`config.mk`:
```
export PLATFORM = sky130hd
export DESIGN_NAME = fpbr_unit
export DESIGN_NICKNAME = d
export VERILOG_FILES = /design/src/rtl/fpbr_pkg.sv /design/src/rtl/fpbr_cond_eval.sv /design/src/rtl/fpbr_disp_sel.sv /design/src/rtl/fpbr_target.sv /design/src/rtl/fpbr_unit.sv
export SDC_FILE = /design/constraint.sdc
export NUM_CORES = 1
export LEC_CHECK = 0
export BUFFER_PORTS_ARGS = -buffer_cell sky130_fd_sc_hd__buf_2
export CORE_MARGIN = 3
export CORE_UTILIZATION = 28
export DETAILED_ROUTE_END_ITERATION = 10
export MAX_ROUTING_LAYER = met4
export PLACE_DENSITY = 0.61
export SLEW_MARGIN = 20
export SYNTH_ARGS = -nofsm -noshare
export SYNTH_HDL_FRONTEND = slang
export SYNTH_SLANG_ARGS = --single-unit
```
`constraint.sdc`:
```
create_clock -name clk -period 18.75 [get_ports clk]
set_input_delay 4.6875 -clock clk [delete_from_list [all_inputs] [get_ports clk]]
set_output_delay 4.6875 -clock clk [all_outputs]
set_load 0.05 [all_outputs]
```
`src/rtl/fpbr_pkg.sv`:
```
package fpbr_pkg;

    localparam int PC_W    = 32;
    localparam int SHORT_W = 15;
    localparam int SR_W    = 16;
    localparam int SEL_W   = 5;
    localparam int LAST_CODE = 20;

    typedef enum logic [SEL_W-1:0] {
        C_EQ   = 5'd0,
        C_NE   = 5'd1,
        C_MI   = 5'd2,
        C_PL   = 5'd3,
        C_OR   = 5'd4,
        C_UN   = 5'd5,
        C_ERR  = 5'd6,
        C_GLE  = 5'd7,
        C_NGLE = 5'd8,
        C_GE   = 5'd9,
        C_NGE  = 5'd10,
        C_GL   = 5'd11,
        C_NGL  = 5'd12,
        C_GT   = 5'd13,
        C_NGT  = 5'd14,
        C_LE   = 5'd15,
        C_NLE  = 5'd16,
        C_LT   = 5'd17,
        C_NLT  = 5'd18,
        C_INF  = 5'd19,
        C_NINF = 5'd20
    } cond_e;

    typedef enum logic [1:0] {
        M_SHORT = 2'd0,
        M_LONG  = 2'd1,
        M_REG   = 2'd2,
        M_REG2  = 2'd3
    } mode_e;

    typedef struct packed {
        logic z;
        logic n;
        logic inf;
        logic nan;
        logic uncc;
        logic snan;
        logic operr;
        logic ovf;
        logic unf;
        logic dz;
    } fpflags_t;

    typedef struct packed {
        logic hit;
        logic non_aware;
    } verdict_t;

    function automatic logic err_any(fpflags_t f);
        return f.uncc | f.snan | f.operr | f.ovf | f.unf | f.dz;
    endfunction

    // Positive (non-negated) form of each ordered comparison pair
    function automatic logic ordered_base(logic [SEL_W-1:0] sel, fpflags_t f);
        logic r;
        case (sel)
            C_GE, C_NGE: r = ~(f.nan | (f.n & ~f.z));
            C_GL, C_NGL: r = ~(f.nan | f.z);
            C_GT, C_NGT: r = ~(f.nan | f.z | f.n);
            C_LE, C_NLE: r = ~(f.nan | ~(f.n | f.z));
            C_LT, C_NLT: r = ~(f.nan | f.z | ~f.n);
            default:     r = 1'b0;
        endcase
        return r;
    endfunction

    function automatic logic is_negated_ordered(logic [SEL_W-1:0] sel);
        return (sel == C_NGE) || (sel == C_NGL) || (sel == C_NGT) ||
               (sel == C_NLE) || (sel == C_NLT);
    endfunction

    function automatic logic [PC_W-1:0] sext_short(logic [SHORT_W-1:0] s);
        return {{(PC_W-SHORT_W){s[SHORT_W-1]}}, s};
    endfunction

endpackage

```
`src/rtl/fpbr_cond_eval.sv`:
```
module fpbr_cond_eval
    import fpbr_pkg::*;
(
    input  logic [SEL_W-1:0] sel,
    input  fpflags_t         flags,
    output verdict_t         verdict
);

    logic simple_hit;
    logic simple_known;
    logic ord_hit;
    logic ord_known;
    logic aware_code;

    // Conditions with a direct single-flag test
    always_comb begin
        simple_known = 1'b1;
        case (sel)
            C_EQ:    simple_hit = flags.z;
            C_NE:    simple_hit = ~flags.z;
            C_MI:    simple_hit = flags.n;
            C_PL:    simple_hit = ~flags.n;
            C_OR:    simple_hit = ~flags.nan;
            C_UN:    simple_hit = flags.nan;
            C_ERR:   simple_hit = err_any(flags);
            C_GLE:   simple_hit = ~flags.nan;
            C_NGLE:  simple_hit = flags.nan;
            C_INF:   simple_hit = flags.inf;
            C_NINF:  simple_hit = ~flags.inf;
            default: begin
                simple_hit   = 1'b0;
                simple_known = 1'b0;
            end
        endcase
    end

    // Ordered comparison pairs share one evaluator, negation applied after
    always_comb begin
        ord_known = (sel >= C_GE) && (sel <= C_NLT);
        ord_hit   = ordered_base(sel, flags) ^ is_negated_ordered(sel);
        if (!ord_known) ord_hit = 1'b0;
    end

    assign aware_code = (sel <= C_ERR);

    always_comb begin
        verdict.hit       = (simple_known & simple_hit) | (ord_known & ord_hit);
        verdict.non_aware = (simple_known | ord_known) & ~aware_code;
    end

endmodule

```
`src/rtl/fpbr_disp_sel.sv`:
```
module fpbr_disp_sel
    import fpbr_pkg::*;
#(
    parameter int AW = PC_W,
    parameter int SW = SHORT_W
) (
    input  logic [1:0]    mode,
    input  logic [SW-1:0] d_short,
    input  logic [AW-1:0] d_long,
    input  logic [AW-1:0] d_reg,
    output logic [AW-1:0] disp
);

    logic [AW-1:0] short_ext;

    generate
        if (SW < AW) begin : g_ext
            assign short_ext = {{(AW-SW){d_short[SW-1]}}, d_short};
        end else begin : g_trunc
            assign short_ext = d_short[AW-1:0];
        end
    endgenerate

    always_comb begin
        case (mode)
            M_SHORT: disp = short_ext;
            M_LONG:  disp = d_long;
            default: disp = d_reg;
        endcase
    end

endmodule

```
`src/rtl/fpbr_target.sv`:
```
module fpbr_target #(
    parameter int AW = 32
) (
    input  logic [AW-1:0] pc_here,
    input  logic [AW-1:0] disp,
    output logic [AW-1:0] seq_pc,
    output logic [AW-1:0] tgt_pc
);

    assign seq_pc = pc_here + AW'(1);
    assign tgt_pc = seq_pc + disp;

endmodule

```
`src/rtl/fpbr_unit.sv`:
```
module fpbr_unit
    import fpbr_pkg::*;
#(
    parameter int AW  = PC_W,
    parameter int SW  = SHORT_W,
    parameter int SRW = SR_W
) (
    input  logic             clk,
    input  logic             rst,
    input  logic             br_valid,
    input  logic [AW-1:0]    pc_cur,
    input  logic [SEL_W-1:0] cond_sel,
    input  logic [1:0]       disp_mode,
    input  logic [SW-1:0]    disp_short,
    input  logic [AW-1:0]    disp_long,
    input  logic [AW-1:0]    reg_val,
    input  logic [SRW-1:0]   sr_cur,
    input  logic             fz,
    input  logic             fn,
    input  logic             finf,
    input  logic             fnan,
    input  logic             funcc,
    input  logic             fsnan,
    input  logic             foperr,
    input  logic             fovf,
    input  logic             funf,
    input  logic             fdz,
    output logic [AW-1:0]    pc_next,
    output logic             push_req,
    output logic [AW-1:0]    push_ret,
    output logic [SRW-1:0]   push_sr,
    output logic             siop_set,
    output logic             uncc_set
);

    fpflags_t      flags;
    verdict_t      verdict;
    logic [AW-1:0] disp;
    logic [AW-1:0] seq_pc;
    logic [AW-1:0] tgt_pc;
    logic          taken;
    logic          hazard;

    assign flags = '{z: fz, n: fn, inf: finf, nan: fnan, uncc: funcc,
                     snan: fsnan, operr: foperr, ovf: fovf, unf: funf, dz: fdz};

    fpbr_cond_eval u_cond (
        .sel     (cond_sel),
        .flags   (flags),
        .verdict (verdict)
    );

    fpbr_disp_sel #(.AW(AW), .SW(SW)) u_disp (
        .mode    (disp_mode),
        .d_short (disp_short),
        .d_long  (disp_long),
        .d_reg   (reg_val),
        .disp    (disp)
    );

    fpbr_target #(.AW(AW)) u_tgt (
        .pc_here (pc_cur),
        .disp    (disp),
        .seq_pc  (seq_pc),
        .tgt_pc  (tgt_pc)
    );

    assign taken  = br_valid & verdict.hit;
    assign hazard = br_valid & verdict.non_aware & fnan;

    always_ff @(posedge clk) begin
        if (rst) begin
            pc_next  <= '0;
            push_req <= 1'b0;
            push_ret <= '0;
            push_sr  <= '0;
            siop_set <= 1'b0;
            uncc_set <= 1'b0;
        end else begin
            push_req <= taken;
            siop_set <= hazard;
            uncc_set <= hazard;
            if (br_valid) begin
                pc_next <= taken ? tgt_pc : seq_pc;
            end
            if (taken) begin
                push_ret <= seq_pc;
                push_sr  <= sr_cur;
            end
        end
    end


    idle_hold_chk: assert property (@(posedge clk) disable iff (rst)
        !br_valid |=> ($stable(pc_next) && !push_req && !siop_set && !uncc_set));


    push_ret_chk: assert property (@(posedge clk) disable iff (rst)
        br_valid |=> (!push_req || (push_ret == $past(pc_cur) + AW'(1))));


    seq_pc_chk: assert property (@(posedge clk) disable iff (rst)
        br_valid |=> (push_req || (pc_next == $past(pc_cur) + AW'(1))));


    flag_pair_chk: assert property (@(posedge clk) disable iff (rst)
        siop_set == uncc_set);


    flag_needs_nan_chk: assert property (@(posedge clk) disable iff (rst)
        siop_set |-> $past(fnan));


    unused_code_chk: assert property (@(posedge clk) disable iff (rst)
        (br_valid && (cond_sel > SEL_W'(LAST_CODE))) |=> (!push_req && !siop_set));


    aware_no_flag_chk: assert property (@(posedge clk) disable iff (rst)
        (br_valid && (cond_sel <= SEL_W'(6))) |=> !siop_set);

endmodule

```
==> impl_metrics.tcl <==
set metrics [dict create \
    max_stage_delay_ps 530 \
    drc 0 \
    path_cells "buf_2, buf_4, mux2i_1, o21ai_0, ha_1, inv_1, fa_1, nor2b_1, o21a_1, o21ai_0, a21oi_1, o31a_1, o21ai_0, a2111oi_4, o21bai_1, xor2_1, nand2_1, xnor2_1, o22ai_1" \
    status "complete, no violations" \
    worstPathMaxFanout 33 \
    syn_area_sq_um 6420 \
    dpl.hpwl_um 17600 \
    slowest_stage "o21ai_0" \
    antenna_found_initial 0 \
    required_ps 18940 \
    cts_buffers 9 \
    clock-sinks 82 \
    fin_crit_sh_pct 45.9 \
    async_flop_share_pct 0 \
    rsz0062_at_grt "false" \
    cts_tree "yes" \
    setup_viol 0 \
    grt_use_total_pct 18.3 \
    wl_per_cell_um 16.8 \
    cts-root-buf "clkbuf_16" \
    worst_pin_slew_ps 916 \
    period_minus_slack_ps 8610 \
    numPortBuffers 229 \
    power.leakage_nw 3.63 \
    cts_buffer_depth 2 \
    dr.pass1.iters 5 \
    grt_max_degree 80 \
    coreArea_sq_um 22200 \
    pwr-share-clk_pct 29.0 \
    grt_pass1_vias 6364 \
    totalWireLength_um 22700 \
    cts_resized 0 \
    crit_top_cell "o21ai_0" \
    die_w_um 157 \
    holdBufCountCts 0 \
    final_common_cell "buf_2" \
    fin_setup_tns_ps 0 \
    via_count 6779 \
    yosys_warnings 0 \
    end_kind "register" \
    critPathLaunchType "primary input" \
    clkLatencyLatePin_ps 340 \
    areaGrowthSynthToFinish_pct 25.7 \
    place.gp.congestion 0.881 \
    power.switching_mw 0.247 \
    synth.distinct_cells 73 \
    sw_frac_of_total_pct 39.4 \
    max_freq_ghz 0.116 \
    p_seq_share_pct 31.5 \
    layout_common_cells "229 x buf_2, 105 x nand2_1, 103 x nor2_1" \
    die_y_um 157 \
    overflow 0 \
    start_util_pct 29.0 \
    clk_pin_slew_ps 60 \
    synth-seq-cells 82 \
    max_slew_margin_pct 38.9 \
    hold_class "reg2reg" \
    htreeDepth 3 \
    viasPerCell 5.03 \
    drive_above_1_share_pct 26.2 \
    synth_nets 1042 \
    ir_drop_uv 37.0 \
    timing_hold_violations_final 0 \
    whs_ps 451 \
    critPathKind "in2reg" \
    layout.nets 1238 \
    p_int_mw 0.379 \
    grt_pass1_wl_um 34700 \
    synth_edf_count 0 \
    clock_skew_ps 0 \
    synth_ff_type "dfxtp_1" \
    p_per_area_nw_per_um2 77.5 \
    cts_setup_buffers 0 \
    drtIter0Drc 381 \
    timing.final.max_slew_violations 0 \
    die_area_sq_um 24800 \
    num_rows 54 \
    ys_seq_area_share_pct 25.6 \
    max-cap-violations 0 \
    antenna_cells 0 \
    netlist_instances 867 \
    ant_nets 0 \
    pwr-share-comb_pct 39.5 \
    io_pins 230 \
    syn_avg_cell_area_sq_um 7.41 \
    worstPathArrival_ps 8810 \
]
[logic make-up after synthesis]
group	after synthesis	synth area share [%]
AOI/OAI and AO/OA	220	21.9
xor gates and xnor gates	70	9.76
adders and majority gates	31	6.08
buffers and inverters	84	5.02
DFF	82	25.6
muxes	35	5.59
and+or+nand+nor	345	26.1
[cell usage after synthesis (all sizes together), types with 6 or more instances]
cell / count / area, sq um
xnor2: 46 / 403
o31a: 6 / 52.6
nor2: 103 / 387
o22ai: 6 / 37.5
nor4: 8 / 92.6
and4: 7 / 61.3
nand2: 105 / 394
and2: 8 / 50.1
nand3: 27 / 140
and3: 10 / 62.6
o21a: 7 / 52.6
o21ai: 48 / 244
a211oi: 31 / 238
dfxtp: 82 / 1640
nor3: 28 / 140
a21o: 6 / 45.0
nand4: 10 / 77.6
clkbuf: 40 / 150
a21oi: 74 / 378
buf: 12 / 52.6
mux2i: 31 / 310
nor2b: 11 / 68.8
inv: 31 / 116
xor2: 23 / 201
ha: 27 / 338
a31oi: 7 / 43.8
nand2b: 12 / 75.1
[per-layer routing]
layer | routed length [um] | GRT usage (%) | part of all wire (%) | vias up
met3 | 1320 | 3.77 | 5.8 | 16
met2 | 10600 | 29.5 | 47 | 186
li1 | - | - | - | 3457
met5 | 0 | - | 0 | -
met4 | 198 | 2.93 | 0.87 | 0
met1 | 10500 | 24.2 | 46 | 3120
[cell type report]
class | count | area (sq um)
multi-input cells | 701 | 4460
fillers | 2355 | 14100
inverters | 32 | 120
clock buffers | 10 | 239
repair buffers | 237 | 1210
clock inverters | 5 | 53.8
well taps | 280 | 350
flip-flops and latches | 82 | 1640
[metrics by stage]
stage | cells | power [mW] | worst slack (ps) | area, sq um | utilization, %
after detailed placement | 1332 | 0.448 | 9810 | 7780 | 35.1
final | 1347 | 0.626 | 10140 | 8070 | 36.4
after CTS | 1347 | 0.636 | 10160 | 8070 | 36.4
after global placement | 1332 | 0.448 | 9940 | 7780 | 35.1
after global routing | 1347 | 0.666 | 9760 | 8070 | 36.4
after floorplan | 867 | 0.380 | 9600 | 6420 | -
[state kept, by name, summed over array words and instances, names as in the netlist]
name and flops:
push_req 1, uncc_set 1, push_ret 32, push_sr 16, pc_next 32
[path summary, 6_finish.rpt]
check	from	to	slack (ps)	cells after the start
min	push_sr[4]$_SDFFE_PP0P_	push_sr[4]$_SDFFE_PP0P_	450	2
min reg2reg	push_sr[4]$_SDFFE_PP0P_	push_sr[4]$_SDFFE_PP0P_	450	2
max reg2reg	pc_next[29]$_SDFFE_PP0P_	pc_next[29]$_SDFFE_PP0P_	17830	2
max	disp_mode[0]	pc_next[18]$_SDFFE_PP0P_	10140	19
[worst max-delay path: cells and delay by family]
| kind | cells | cell delay, ps |
|---|---|---|
| fa+ha+maj | 2 | 420 |
| compound gates | 9 | 2210 |
| simple gates | 2 | 130 |
| buf+inv | 3 | 560 |
| mux | 1 | 230 |
| xor+xnor | 2 | 540 |
[power by group through the flow]
| stage | Clock [mW] | Sequential, mW | Combinational, mW |
|---|---|---|---|
| final | 0.181 | 0.197 | 0.248 |
| after global routing | 0.196 | 0.199 | 0.271 |
| after CTS | 0.190 | 0.197 | 0.249 |
| after detailed placement | 0 | 0.201 | 0.247 |
| after global placement | 0 | 0.201 | 0.247 |
| after floorplan | 0 | 0.253 | 0.127 |
No activity file was read; power rests on OpenSTA's default activity.
